$ cat config.mk
export PLATFORM = sky130hd
export DESIGN_NAME = fastvec_unit
export DESIGN_NICKNAME = d
export VERILOG_FILES = /design/src/rtl/fastvec_pkg.sv /design/src/rtl/fastvec_regs.sv /design/src/rtl/fastvec_pick.sv /design/src/rtl/fastvec_hs.sv /design/src/rtl/fastvec_unit.sv
export SDC_FILE = /design/constraint.sdc
export NUM_CORES = 1
export LEC_CHECK = 0
export ABC_AREA = 1
export BUFFER_PORTS_ARGS = -buffer_cell sky130_fd_sc_hd__buf_2
export CAP_MARGIN = 20
export CORE_MARGIN = 5
export CORE_UTILIZATION = 55
export DETAILED_ROUTE_END_ITERATION = 8
export PLACE_DENSITY_LB_ADDON = 0.25
export RECOVER_POWER = 25
export SKIP_LAST_GASP = 1
export SLEW_MARGIN = 0
export SYNTH_ARGS = -nofsm -noshare
export SYNTH_HDL_FRONTEND = slang
export SYNTH_SLANG_ARGS = --single-unit
$ cat constraint.sdc
create_clock -name clk -period 1.8 [get_ports clk]
set_input_delay 0 -clock clk [delete_from_list [all_inputs] [get_ports clk]]
set_output_delay 0 -clock clk [all_outputs]
set_load 0.05 [all_outputs]
$ cat src/rtl/fastvec_pkg.sv
package fastvec_pkg;
  typedef enum logic {
    FV_IDLE = 1'b0,
    FV_HOLD = 1'b1
  } fv_state_e;
endpackage

$ cat src/rtl/fastvec_regs.sv
module fastvec_regs #(
  parameter int N_IN = 8,
  parameter int AW   = 32,
  localparam int IDXW = (N_IN > 1) ? $clog2(N_IN) : 1
) (
  input  logic                    clk,
  input  logic                    rst_n,
  input  logic                    wr_en,
  input  logic                    wr_sel,
  input  logic [IDXW-1:0]         wr_idx,
  input  logic [AW-1:0]           wr_data,
  output logic [N_IN-1:0]         mode_o,
  output logic [N_IN-1:0][AW-1:0] tbl_o
);
  logic [N_IN-1:0] mode_q, mode_d;
  logic            mode_we;

  assign mode_we = wr_en & ~wr_sel;

  always_comb begin
    mode_d = mode_q;
    if (mode_we) mode_d = wr_data[N_IN-1:0];
  end

  always_ff @(posedge clk or negedge rst_n) begin
    if (!rst_n) mode_q <= '0;
    else        mode_q <= mode_d;
  end

  assign mode_o = mode_q;

  for (genvar g = 0; g < N_IN; g++) begin : g_ent
    logic [AW-1:0] ent_q, ent_d;
    logic          ent_we;

    assign ent_we = wr_en & wr_sel & (wr_idx == IDXW'(g));

    always_comb begin
      ent_d = ent_q;
      if (ent_we) ent_d = wr_data;
    end

    always_ff @(posedge clk or negedge rst_n) begin
      if (!rst_n) ent_q <= '0;
      else        ent_q <= ent_d;
    end

    assign tbl_o[g] = ent_q;
  end
endmodule

$ cat src/rtl/fastvec_pick.sv
module fastvec_pick #(
  parameter int N_IN = 8,
  localparam int IDXW = (N_IN > 1) ? $clog2(N_IN) : 1
) (
  input  logic [N_IN-1:0] req,
  output logic            valid,
  output logic [IDXW-1:0] idx
);
  always_comb begin
    idx = '0;
    for (int i = N_IN - 1; i >= 0; i--) begin
      if (req[i]) idx = IDXW'(i);
    end
  end

  assign valid = |req;
endmodule

$ cat src/rtl/fastvec_hs.sv
module fastvec_hs
  import fastvec_pkg::*;
#(
  parameter int N_IN = 8,
  parameter int AW   = 32,
  localparam int IDXW = (N_IN > 1) ? $clog2(N_IN) : 1
) (
  input  logic            clk,
  input  logic            rst_n,
  input  logic            win_valid,
  input  logic [IDXW-1:0] win_idx,
  input  logic            win_fast,
  input  logic [AW-1:0]   win_addr,
  input  logic            ack_i,
  output logic            irq_o,
  output logic [AW-1:0]   vec_addr_o,
  output logic [N_IN-1:0] clr_o,
  output logic            hold_o
);
  fv_state_e       state_q, state_d;
  logic [IDXW-1:0] idx_q, idx_d;
  logic [AW-1:0]   addr_q, addr_d;
  logic            norm_q, norm_d;
  logic            ack_take;

  assign ack_take = (state_q == FV_HOLD) & ack_i;

  always_comb begin
    state_d = state_q;
    idx_d   = idx_q;
    addr_d  = addr_q;
    norm_d  = 1'b0;
    if (state_q == FV_HOLD) begin
      if (ack_i) begin
        state_d = FV_IDLE;
        addr_d  = '0;
      end
    end else if (win_valid && win_fast) begin
      state_d = FV_HOLD;
      idx_d   = win_idx;
      addr_d  = win_addr;
    end else begin
      norm_d  = win_valid;
    end
  end

  always_ff @(posedge clk or negedge rst_n) begin
    if (!rst_n) begin
      state_q <= FV_IDLE;
      idx_q   <= '0;
      addr_q  <= '0;
      norm_q  <= 1'b0;
    end else begin
      state_q <= state_d;
      idx_q   <= idx_d;
      addr_q  <= addr_d;
      norm_q  <= norm_d;
    end
  end

  assign clr_o      = ack_take ? (N_IN'(1) << idx_q) : '0;
  assign hold_o     = (state_q == FV_HOLD);
  assign irq_o      = hold_o | norm_q;
  assign vec_addr_o = addr_q;
endmodule

$ cat src/rtl/fastvec_unit.sv
module fastvec_unit #(
  parameter int N_IN = 8,   // at most 32
  parameter int AW   = 32,
  localparam int IDXW = (N_IN > 1) ? $clog2(N_IN) : 1
) (
  input  logic            clk,
  input  logic            rst_n,
  input  logic [N_IN-1:0] pend_i,
  input  logic [N_IN-1:0] en_i,
  input  logic            ack_i,
  input  logic            wr_en_i,
  input  logic            wr_sel_i,
  input  logic [IDXW-1:0] wr_idx_i,
  input  logic [AW-1:0]   wr_data_i,
  output logic            irq_o,
  output logic [AW-1:0]   vec_addr_o,
  output logic [N_IN-1:0] clr_o
);
  logic [N_IN-1:0]         mode_w;
  logic [N_IN-1:0][AW-1:0] tbl_w;
  logic                    win_valid;
  logic [IDXW-1:0]         win_idx;
  logic                    hold_w;

  fastvec_regs #(.N_IN(N_IN), .AW(AW)) u_regs (
    .clk(clk), .rst_n(rst_n),
    .wr_en(wr_en_i), .wr_sel(wr_sel_i), .wr_idx(wr_idx_i), .wr_data(wr_data_i),
    .mode_o(mode_w), .tbl_o(tbl_w)
  );

  fastvec_pick #(.N_IN(N_IN)) u_pick (
    .req(pend_i & en_i), .valid(win_valid), .idx(win_idx)
  );

  fastvec_hs #(.N_IN(N_IN), .AW(AW)) u_hs (
    .clk(clk), .rst_n(rst_n),
    .win_valid(win_valid), .win_idx(win_idx),
    .win_fast(mode_w[win_idx]), .win_addr(tbl_w[win_idx]),
    .ack_i(ack_i),
    .irq_o(irq_o), .vec_addr_o(vec_addr_o), .clr_o(clr_o), .hold_o(hold_w)
  );
endmodule

Word level (Yosys, flattened, before mapping)

Index checks and enable logic that the tools add are counted.

Shift operators: 1
Mux-type cells: 21
Eq/ne operators: 8
Reductions and logical operators: 6
Bitwise gates (word level): 15
Order comparisons: 1

Operators by type and width:

| kind                                                        | number |
|---|---|
| 2-to-1 mux 32 bit                                           | 4 |
| binary-select mux 32 bit (select 3 bit)                     | 1 |
| 2-to-1 mux 3 bit                                            | 8 |
| equality test 3 bit (second input constant)                 | 4 |
| bitwise AND 1 bit                                           | 11 |
| bitwise AND 8 bit                                           | 1 |
| 2-to-1 mux 8 bit                                            | 1 |
| OR reduction 8 bit                                          | 1 |
| << shifter 1 x 3 -> 8 bit (first input constant)            | 1 |
| equality test 3 x 2 -> 1 bit (second input constant)        | 2 |
| 2-to-1 mux 1 bit                                            | 6 |
| less-than comparator 3 x 4 -> 1 bit (second input constant) | 1 |
| AND reduction 2 bit                                         | 2 |
| binary-select mux 1 bit (select 3 bit)                      | 1 |
| equality test 3 x 1 -> 1 bit (second input constant)        | 1 |
| logical NOT 3 bit                                           | 1 |
| inequality test 2 bit (second input constant)               | 1 |
| inverter 1 bit                                              | 2 |
| nonzero test 2 bit                                          | 1 |
| logical AND 1 bit                                           | 1 |
| OR 1 bit                                                    | 1 |

Register bits: 301
Output and inout bits: 41
Logic and storage cells: 65
Input port bits: 56

Longest topological paths before layout

Gate-level depths: netlist (run 1).

Word-level depth: 14
Depth in mapped cells: 19
Mapped depth without buffers: 18

Hierarchy

From an unflattened synthesis (run 1), not the netlist that was laid out.

Cell total of the unflattened synthesis: 2279
Area total of the unflattened synthesis: 15743.8 sq um

Modules (own cells, without submodules):

| module       | instances | area each (sq um) | sequential area each (sq um) | cells each |
|---|---|---|---|---|
| fastvec_regs | 1         | 10363.7           | 6606.3                       | 1180 |
| fastvec_unit | 1         | 3638.5            | 0.0                          | 894 |
| fastvec_hs   | 1         | 1642.8            | 925.9                        | 183 |
| fastvec_pick | 1         | 98.8              | 0.0                          | 22 |

Worst setup path after synthesis (run 1)

Ideal clock, no wire load.

Kind: reg-to-output
Start: register u_hs.state_q, in the netlist u_hs.hold_o
End: output clr_o[0]
Cell stages (with the launch flop): 4
Data required time: 1.800 ns
Path buffers: 0
Arrival time: 1.463 ns
Path slack: 0.337 ns
Path through: dfrtp_1 -> nand2_1 -> or2_2 -> nor2_1

Word-level cells in the longest chain between the ends: 2

RTL lines:

| element                | line               | text |
|---|---|---|
| start, declared        | fastvec_hs.sv:20   | `fv_state_e state_q, state_d;` |
| start signal, assigned | fastvec_hs.sv:54   | `state_q <= state_d;` |
| bitwise AND 1 bit      | fastvec_hs.sv:26   | `assign ack_take = (state_q == FV_HOLD) & ack_i;` |
| 2-to-1 mux 8 bit       | fastvec_hs.sv:61   | `assign clr_o = ack_take ? (N_IN'(1) << idx_q) : '0;` |
| end, declared          | fastvec_unit.sv:17 | `output logic [N_IN-1:0] clr_o` |

No other way between the ends.

Worst setup path after layout (run 1)

Start: register u_hs.state_q, in the netlist u_hs.hold_o
End: output clr_o[3]

Same word-level chain as after synthesis.

==> flow_summary.ini, run 1 <==
[run_status]
status = finished clean

[finish]
antennaDiodeCount = 0
layout-drive-gt1-share = 0.121
fillers = 2155
finish.instance_area_um2 = 16300
num-nets-final = 1923
area_growth_pct = 17.8

[yosys]
ys_warn_count = 0
postSynthAreaPerCell_um2 = 7.88
ys.flop_type = dfrtp_1
yosys.cell_count.top_type = nand2_1
synth_area_leader_cell = dfrtp_1
synth.area.top_cells = dfrtp_1, nand2_1, o21ai_0, nand3_1, inv_1
synth_seq_cells = 301
synthCells = 1761
synth_cell_type_count = 21
yosysTopAreaCellShare = 0.543
synth_common_cells = nand2_1, dfrtp_1, o21ai_0, nand3_1, inv_1
syn_area_um2 = 13900
synth_fp_nets = 1817
synth_edf_count = 0
ys_seq_area_frac = 0.543
async_flop_share = 1.00

[route]
routed_wl_um = 38500
drtAntennaViolNets = 0
vias = 12500
routedWlPerCell_um = 17.3
drt_iter0_drc = 1338
viasPerCell = 5.62
drc_errors = 0
dr.pass1.iters = 6

[critical_path]
regToRegSetupSlack_ps = 340
path_max_fanout = 4
startpoint_type = flop
critPathKind = flop to primary output
cp.arrival_ps = 1680
required_ps = 1800
endpoint_kind = primary output

[sta]
rsz0062_at_grt = yes
final.setup_skew_ps = 5.62
setup_tns_ps = 0
period_needed_ps = 1680
setup_ws_ps = 116
tightest_slew_ps = 1460
drv_slew = 0
hold_ws_ps = 79.2
hold_violations = 0
relSlewSlack = 0.0274
fmax_mhz = 594
finalCritPeriodShare = 0.935
finalSetupViolCount = 0

[job]
maxCapViolations = 0

[clocking]
post_cts_buffers = 0
clock-sinks = 301
cts_buffers = 31
clk-insertion-delay-late_ps = 550
clock-root-buffer = clkbuf_16
htree_levels = 1
path_clk_slew_ps = 60
cts_tree = built
cts.path.max_buffers = 3

[global_route]
grt.total_usage = 0.271
grt_max_degree = 75
grt-ovfl-total = 0
grt_pass1_vias = 12200
antenna_found_initial = 0
grt_pass1_wl_um = 63300

[placement]
place_area_um2 = 15000
gp_congestion = 0.797
hpwl_um = 22000
portBuffers = 96
pre_cts_slack_ps = 22.3

[power_and_ir_drop]
leakage_nw = 8.42
power.density_nw_per_um2 = 1330
peakVddDrop_v = 0.00105

[floorplan]
initial_utilization = 0.554
core_area_um2 = 25000
die_h_um = 169
rows = 58
dieArea_um2 = 28500
ios = 97
die_x_um = 169

[worst_hold_path]
hp-class = input port to flop
-- area by class of cell --
cell class              count  area [um^2]  area share
clock buffers              43          861      0.0527
repair buffers            189         1510      0.0921
clock inverters            13          169      0.0103
multi-input cells        1251         5510       0.337
well taps                 330          413      0.0253
flip-flops and latches    301         7530       0.461
inverters                  93          352      0.0215
-- worst max-delay path, cell delays in order (launching register included) --
cell      delay (ps)
dfrtp_1          390
nand2_1          100
or2_2            310
nor2_1           100
clkbuf_4         230
-- cells by family after synthesis --
| family | synth area share |
|---|---|
| and+or+nand+nor | 0.294 |
| DFF | 0.543 |
| AOI/OAI and AO/OA | 0.0994 |
| buffers and inverters | 0.0639 |
-- registers in the layout, summed over array words and instances (netlist names) --
| name | count |
|---|---|
| u_hs.hold_o | 1 |
| u_hs.idx_q | 3 |
| u_hs.vec_addr_o | 32 |
| u_regs.g_ent.ent_q | 256 |
| u_regs.mode_o | 8 |
| u_hs.norm_q | 1 |
-- routing by layer --
layer / track usage / share of wire
met5: 0 / 0
met3: 0.0406 / 0.079
met2: 0.450 / 0.47
met1: 0.375 / 0.43
met4: 0.0737 / 0.020
-- what timing repair did --
| action | in CTS | in global routing |
|---|---|---|
| hold endpoints to repair | 577 | 0 |
| hold buffers | 36 | 0 |
| setup endpoints to repair | 0 | 4 |
| resized for setup | 0 | 5 |
-- final timing paths --
path | from | to | cells after the start
min in group asynchronous | rst_n | u_regs.g_ent[4].ent_q[6] | 3
max | u_hs.hold_o | clr_o[3] | 4
max in group asynchronous | rst_n | u_regs.g_ent[6].ent_q[21] | 4
min reg2reg | u_regs.g_ent[5].ent_q[14] | u_regs.g_ent[5].ent_q[14] | 2
min | wr_en_i | u_regs.mode_o[3] | 4
max reg2reg | u_regs.mode_o[7] | u_hs.vec_addr_o[11] | 8
-- power by group --
group,switching (mW),internal (mW)
Combinational,4.03,1.93
Clock,2.63,3.89
Sequential,0.943,8.36
Total,7.60,14.2
-- cells in the final DEF, fill, tap and decap left out, types with 7 or more instances in the layout --
| cell type | count |
|---|---|
| buf_12 | 19 |
| buf_2 | 90 |
| buf_4 | 33 |
| clkbuf_1 | 9 |
| clkbuf_16 | 31 |
| clkbuf_2 | 7 |
| clkinv_2 | 8 |
| dfrtp_1 | 301 |
| dlygate4sd3_1 | 35 |
| inv_1 | 89 |
| nand2_1 | 657 |
| nand2_2 | 10 |
| nand3_1 | 251 |
| nand3b_1 | 16 |
| nor2_1 | 30 |
| o21ai_0 | 265 |
| or2_2 | 7 |
-- stage by stage --
step,util,power (mW),instances
after floorplan,-,13.4,1761
after CTS,0.657,21.9,2220
after global routing,0.653,23.0,2220
final,0.653,21.8,2220
after detailed placement,0.601,15.3,2128
after global placement,0.601,15.1,2128
Power figures use the tool's default switching activity.
==> inputs of run 2 (changes only) <==
Settings changed: CELL_PAD_IN_SITES_DETAIL_PLACEMENT from default to 0, CELL_PAD_IN_SITES_GLOBAL_PLACEMENT from default to 1, CORE_UTILIZATION 55 to 45.
==> run 2 against run 1 <==
  * Register-to-register slack about the same
  * Non-clock buffer count down 3
  * Sequential cell count unchanged
  * Via count down 3.4%
  * Design area up 0.96%
  * Critical path depth unchanged
  * Worst setup slack better by 35 ps
  * Clock skew up 8.1 ps
  * Maximum frequency up 2.1%
  * Combinational power about the same
  * Total power up 1.5%
  * Final cell count up 3.1%
==> flow_summary.ini, run 2 (synthesized netlist as in run 1, its figures left out) <==
[clocking]
holdBufCountCts = 34
cts_buffers = 35
cts_tree = built
clock-sinks = 301
path_clk_slew_ps = 60
ctsResizeCount = 0
cts.path.max_buffers = 3
clk-insertion-delay-late_ps = 510
htree_levels = 2
clock-root-buffer = clkbuf_16
post_cts_buffers = 0

[critical_path]
r2r-start = u_regs.mode_o[7]
cp.arrival_ps = 1650
startpoint_type = flop
worst_r2r_endpoint = u_hs.vec_addr_o[11]
critPathMaxStageDelay_ps = 380
critPathKind = flop to primary output
path_cells = nand2_1 -> or2_2 -> nor2_1 -> buf_2
endpoint_kind = primary output
required_ps = 1800
cp_slowest_cell = dfrtp_1
reg2reg_depth = 8
path_max_fanout = 4
regToRegSetupSlack_ps = 330

[global_route]
grt_pass1_wl_um = 64900
grt_pass1_vias = 11700
grt-ovfl-total = 0
grt_max_degree = 65
antenna_found_initial = 0
grt.total_usage = 0.235

[sta]
drv_slew = 0
tightest_slew_ps = 1460
period_needed_ps = 1650
final.setup_skew_ps = 13.7
finalSetupViolCount = 0
setup_tns_ps = 0
relSlewSlack = 0.0256
finalCritPeriodShare = 0.916
fmax_mhz = 607
hold_violations = 0
setup_ws_ps = 151
rsz0062_at_grt = no

[route]
wl_met1_um = 18900
dr.pass1.iters = 5
routed_wl_um = 39400
drc_errors = 0
wl_met3_um = 2310
drt_iter0_drc = 938
viasPerCell = 5.27
vias = 12100
top_layer_used = met4
routedWlPerCell_um = 17.2
drtAntennaViolNets = 0
wl_met2_um = 17600

[power_and_ir_drop]
peakVddDrop_v = 0.000804
total_power_mw = 22.1
power.density_nw_per_um2 = 1340
leakage_nw = 8.46

[finish]
finalNonFillerCells = 2289
final_core_util = 0.541
fillers = 2909
area_growth_pct = 18.9
layout_commonest_cell = nand2_1
num-nets-final = 1924
largest_register_ffs = 256
largest_register = u_regs.g_ent.ent_q
antennaDiodeCount = 0
layout-drive-gt1-share = 0.122
final_cell_mix = nand2_1, dfrtp_1, o21ai_0

[floorplan]
dieArea_um2 = 34500
die_h_um = 186
core_area_um2 = 30500
die_x_um = 186
initial_utilization = 0.455
rows = 64
ios = 97

[placement]
gp_congestion = 0.767
dp.cells = 2193
hpwl_um = 23100
portBuffers = 96
pre_cts_slack_ps = 91.5

[run_status]
status = finished clean

[worst_hold_path]
hp-class = input port to async pin

[job]
maxCapViolations = 0
-- run 2: worst max-delay path: cells and delay by family, from the launching register on --
family | cells | cell delay (ps)
DFF | 1 | 380
buffers and inverters | 1 | 270
and+or+nand+nor | 3 | 490
-- run 2: cell type report --
type / instances / area, um^2 / area share
Clock buffer: 54 / 1050 / 0.0635
Sequential cell: 301 / 7530 / 0.456
Tap cell: 396 / 495 / 0.0300
Multi-Input combinational cell: 1251 / 5510 / 0.334
Clock inverter: 8 / 76.3 / 0.00463
Timing Repair Buffer: 186 / 1490 / 0.0901
Inverter: 93 / 352 / 0.0213
-- run 2: worst max-delay path by stage --
stage | to | start | slack, ps
after detailed placement | u_hs.vec_addr_o[11] | pend_i[7] | 90
final | clr_o[3] | u_hs.hold_o | 150
after global placement | u_hs.vec_addr_o[2] | pend_i[7] | 110
after floorplan | clr_o[0] | u_hs.hold_o | 340
after CTS | clr_o[3] | u_hs.hold_o | 120
after global routing | clr_o[3] | u_hs.hold_o | 50
-- run 2: where the power goes --
group | total [mW] | switching, mW | internal (mW) | leakage, nW
Combinational | 5.92 | 4.02 | 1.91 | 4.07
Clock | 6.90 | 2.75 | 4.15 | 0.557
Sequential | 9.28 | 0.916 | 8.36 | 3.83
Total | 22.1 | 7.68 | 14.4 | 8.46
-- run 2: per-stage QoR --
stage               instance area, um^2  hold WS, ps
floorplan                         13900         -296
finish                            16500         38.0
global route                      16500         75.8
CTS                               16600         55.4
detailed placement                15100        -1.67
global placement                  15100      -0.0829
-- run 2: routing by layer --
metal	global-route usage	vias up
li1	-	5898
met1	0.349	5757
met2	0.376	351
met3	0.0315	47
met4	0.0446	0
met5	0	-
==> inputs of run 3 (changes only) <==
--- a/config.mk
+++ b/config.mk
@@ -15,2 +15,3 @@
 export DETAILED_ROUTE_END_ITERATION = 8
+export HOLD_SLACK_MARGIN = 0.15
 export PLACE_DENSITY_LB_ADDON = 0.25
==> constraint.sdc (replaced) <==
create_clock -name clk -period 1.8 [get_ports clk]
set_input_delay 0.36 -clock clk [delete_from_list [all_inputs] [get_ports clk]]
set_output_delay 0.36 -clock clk [all_outputs]
set_load 0.05 [all_outputs]
==> run 3 against run 2 <==
  * The flow now finishes with violations (negative setup slack)
  * Via count increased by 0.55%
  * Design area decreased by 0.11%
  * Routed wire length increased by 1.4%
  * Register-to-register slack got worse by 40 ps
  * First-iteration DRC count increased by 3.8%
  * Non-clock buffer count decreased by 11
  * Utilization decreased by 0.062 points
  * Worst setup slack got worse by 180 ps
  * Highest routed layer unchanged
==> flow_summary.ini, run 3 (synthesized netlist as in run 1, its figures left out) <==
[route]
dr.pass1.iters = 5
drtAntennaViolNets = 0
viasPerCell = 5.33
drt_iter0_drc = 974
drc_errors = 0
vias = 12100
routedWlPerCell_um = 17.5
routed_wl_um = 39900

[placement]
place_area_um2 = 15200
gp_congestion = 0.786
hpwl_um = 23600
portBuffers = 96

[finish]
final_cell_mix = nand2_1, dfrtp_1, o21ai_0
finish.instance_area_um2 = 16500
area_growth_pct = 18.8
layout_commonest_cell = nand2_1
largest_register_ffs = 256
antennaDiodeCount = 0
layout-drive-gt1-share = 0.137
num-nets-final = 1913
largest_register = u_regs.g_ent.ent_q

[clocking]
path_clk_slew_ps = 60
clk-insertion-delay-late_ps = 500
cts_tree = built
htree_levels = 2
clock-sinks = 301
cts_buffers = 35
clock-root-buffer = clkbuf_16
cts.path.max_buffers = 3

[critical_path]
critPathBufInv = 1
regToRegSetupSlack_ps = 290
endpoint_kind = primary output
cp.arrival_ps = 1470
r2r-start = u_hs.hold_o
critPathKind = flop to primary output
cp_slowest_cell = dfrtp_1
path_max_fanout = 4
required_ps = 1440
reg2reg_depth = 9
critPathTopFamily = simple AND/OR/NAND/NOR gates
critPathMaxStageDelay_ps = 400
startpoint_type = flop
path_cells = or2_4 -> nor2_4 -> buf_6
worst_r2r_endpoint = u_hs.vec_addr_o[5]

[floorplan]
initial_utilization = 0.455
ios = 97
rows = 64
dieArea_um2 = 34500
die_x_um = 186
die_h_um = 186
core_area_um2 = 30500

[sta]
finalSetupViolCount = 4
setup_ws_ps = -33.0
drv_slew = 0
final.setup_skew_ps = 9.15
finalCritPeriodShare = 1.02
hold_violations = 0
tightest_slew_ps = 1260
rsz0062_at_grt = yes
period_needed_ps = 1830
relSlewSlack = 0.162
fmax_mhz = 546

[global_route]
grt-ovfl-total = 0
grt.total_usage = 0.231
antenna_found_initial = 0
grt_pass1_wl_um = 63900
grt_max_degree = 73
grt_pass1_vias = 11600

[run_status]
violations = negative setup slack
status = complete, but fails checks

[worst_hold_path]
hp-start = wr_data_i[18]
worstHoldEndpoint = u_regs.g_ent[7].ent_q[18]
hold_depth = 3
hp-class = input port to flop

[power_and_ir_drop]
leakage_nw = 8.44
peakVddDrop_v = 0.000748
total_power_mw = 22.6
power.density_nw_per_um2 = 1370

[job]
maxCapViolations = 0
-- run 3: cell types whose count changed in the layout (fill, tap and decap cells not counted), sizes merged --
cell and delta:
buf +14, clkbuf +6, clkinv -1, inv -3, dlygate4sd3 -32, bufinv +2
-- run 3: worst max path at each step --
| stage | cells past startpoint | start | slack [ps] | end |
|---|---|---|---|---|
| floorplan | 3 | u_hs.hold_o | -20 | clr_o[0] |
| global placement | 19 | pend_i[7] | -300 | u_hs.vec_addr_o[11] |
| detailed placement | 18 | pend_i[7] | -310 | u_hs.vec_addr_o[11] |
| CTS | 4 | u_hs.hold_o | -50 | clr_o[4] |
| global route | 3 | u_hs.idx_q[2] | -80 | clr_o[0] |
| finish | 3 | u_hs.idx_q[2] | -30 | clr_o[0] |
-- run 3: area by class of cell --
type                            instances  area (um^2)
Sequential cell                       301         7530
Multi-Input combinational cell       1251         5570
Clock buffer                           53         1060
Inverter                               93          352
Timing Repair Buffer                  175         1370
Clock inverter                          6          105
Fill cell                            2965        14000
Tap cell                              396          495
-- run 3: layer usage --
metal / vias to the layer above / track usage / part of all wire
met5: - / 0 / 0
met4: 0 / 0.0536 / 0.019
met3: 53 / 0.0319 / 0.064
met2: 363 / 0.364 / 0.45
met1: 5827 / 0.343 / 0.47
li1: 5876 / - / -
-- run 3: worst min-delay path: stages --
cell     delay [ps]
buf_2            80
inv_1            90
o21ai_0         160
-- run 3: per-stage QoR --
stage	utilization	setup TNS, ps	std cells	hold WS, ps	setup slack (ps)
floorplan	-	-92.6	1761	64.4	-23.2
global placement	0.500	-7200	2210	295	-297
detailed placement	0.500	-8340	2210	289	-314
CTS	0.541	-282	2274	218	-49.6
global route	0.540	-6410	2275	235	-76.2
finish	0.540	-106	2275	227	-33.0
-- run 3: repair_timing --
| item | CTS | global route |
|---|---|---|
| hold buffers | 2 | 0 |
| setup endpoints to repair | 5 | 10 |
| resized for setup | 19 | 20 |
| setup buffers | 3 | 0 |
| pin swaps | 2 | 4 |
| cloned | 0 | 1 |
| hold endpoints to repair | 48 | 0 |
-- run 3: power breakdown --
group,switching [mW],internal (mW),leakage [nW]
combinational,4.11,2.00,4.03
sequential,0.941,8.36,3.83
clock,2.71,4.46,0.571
total,7.76,14.8,8.44
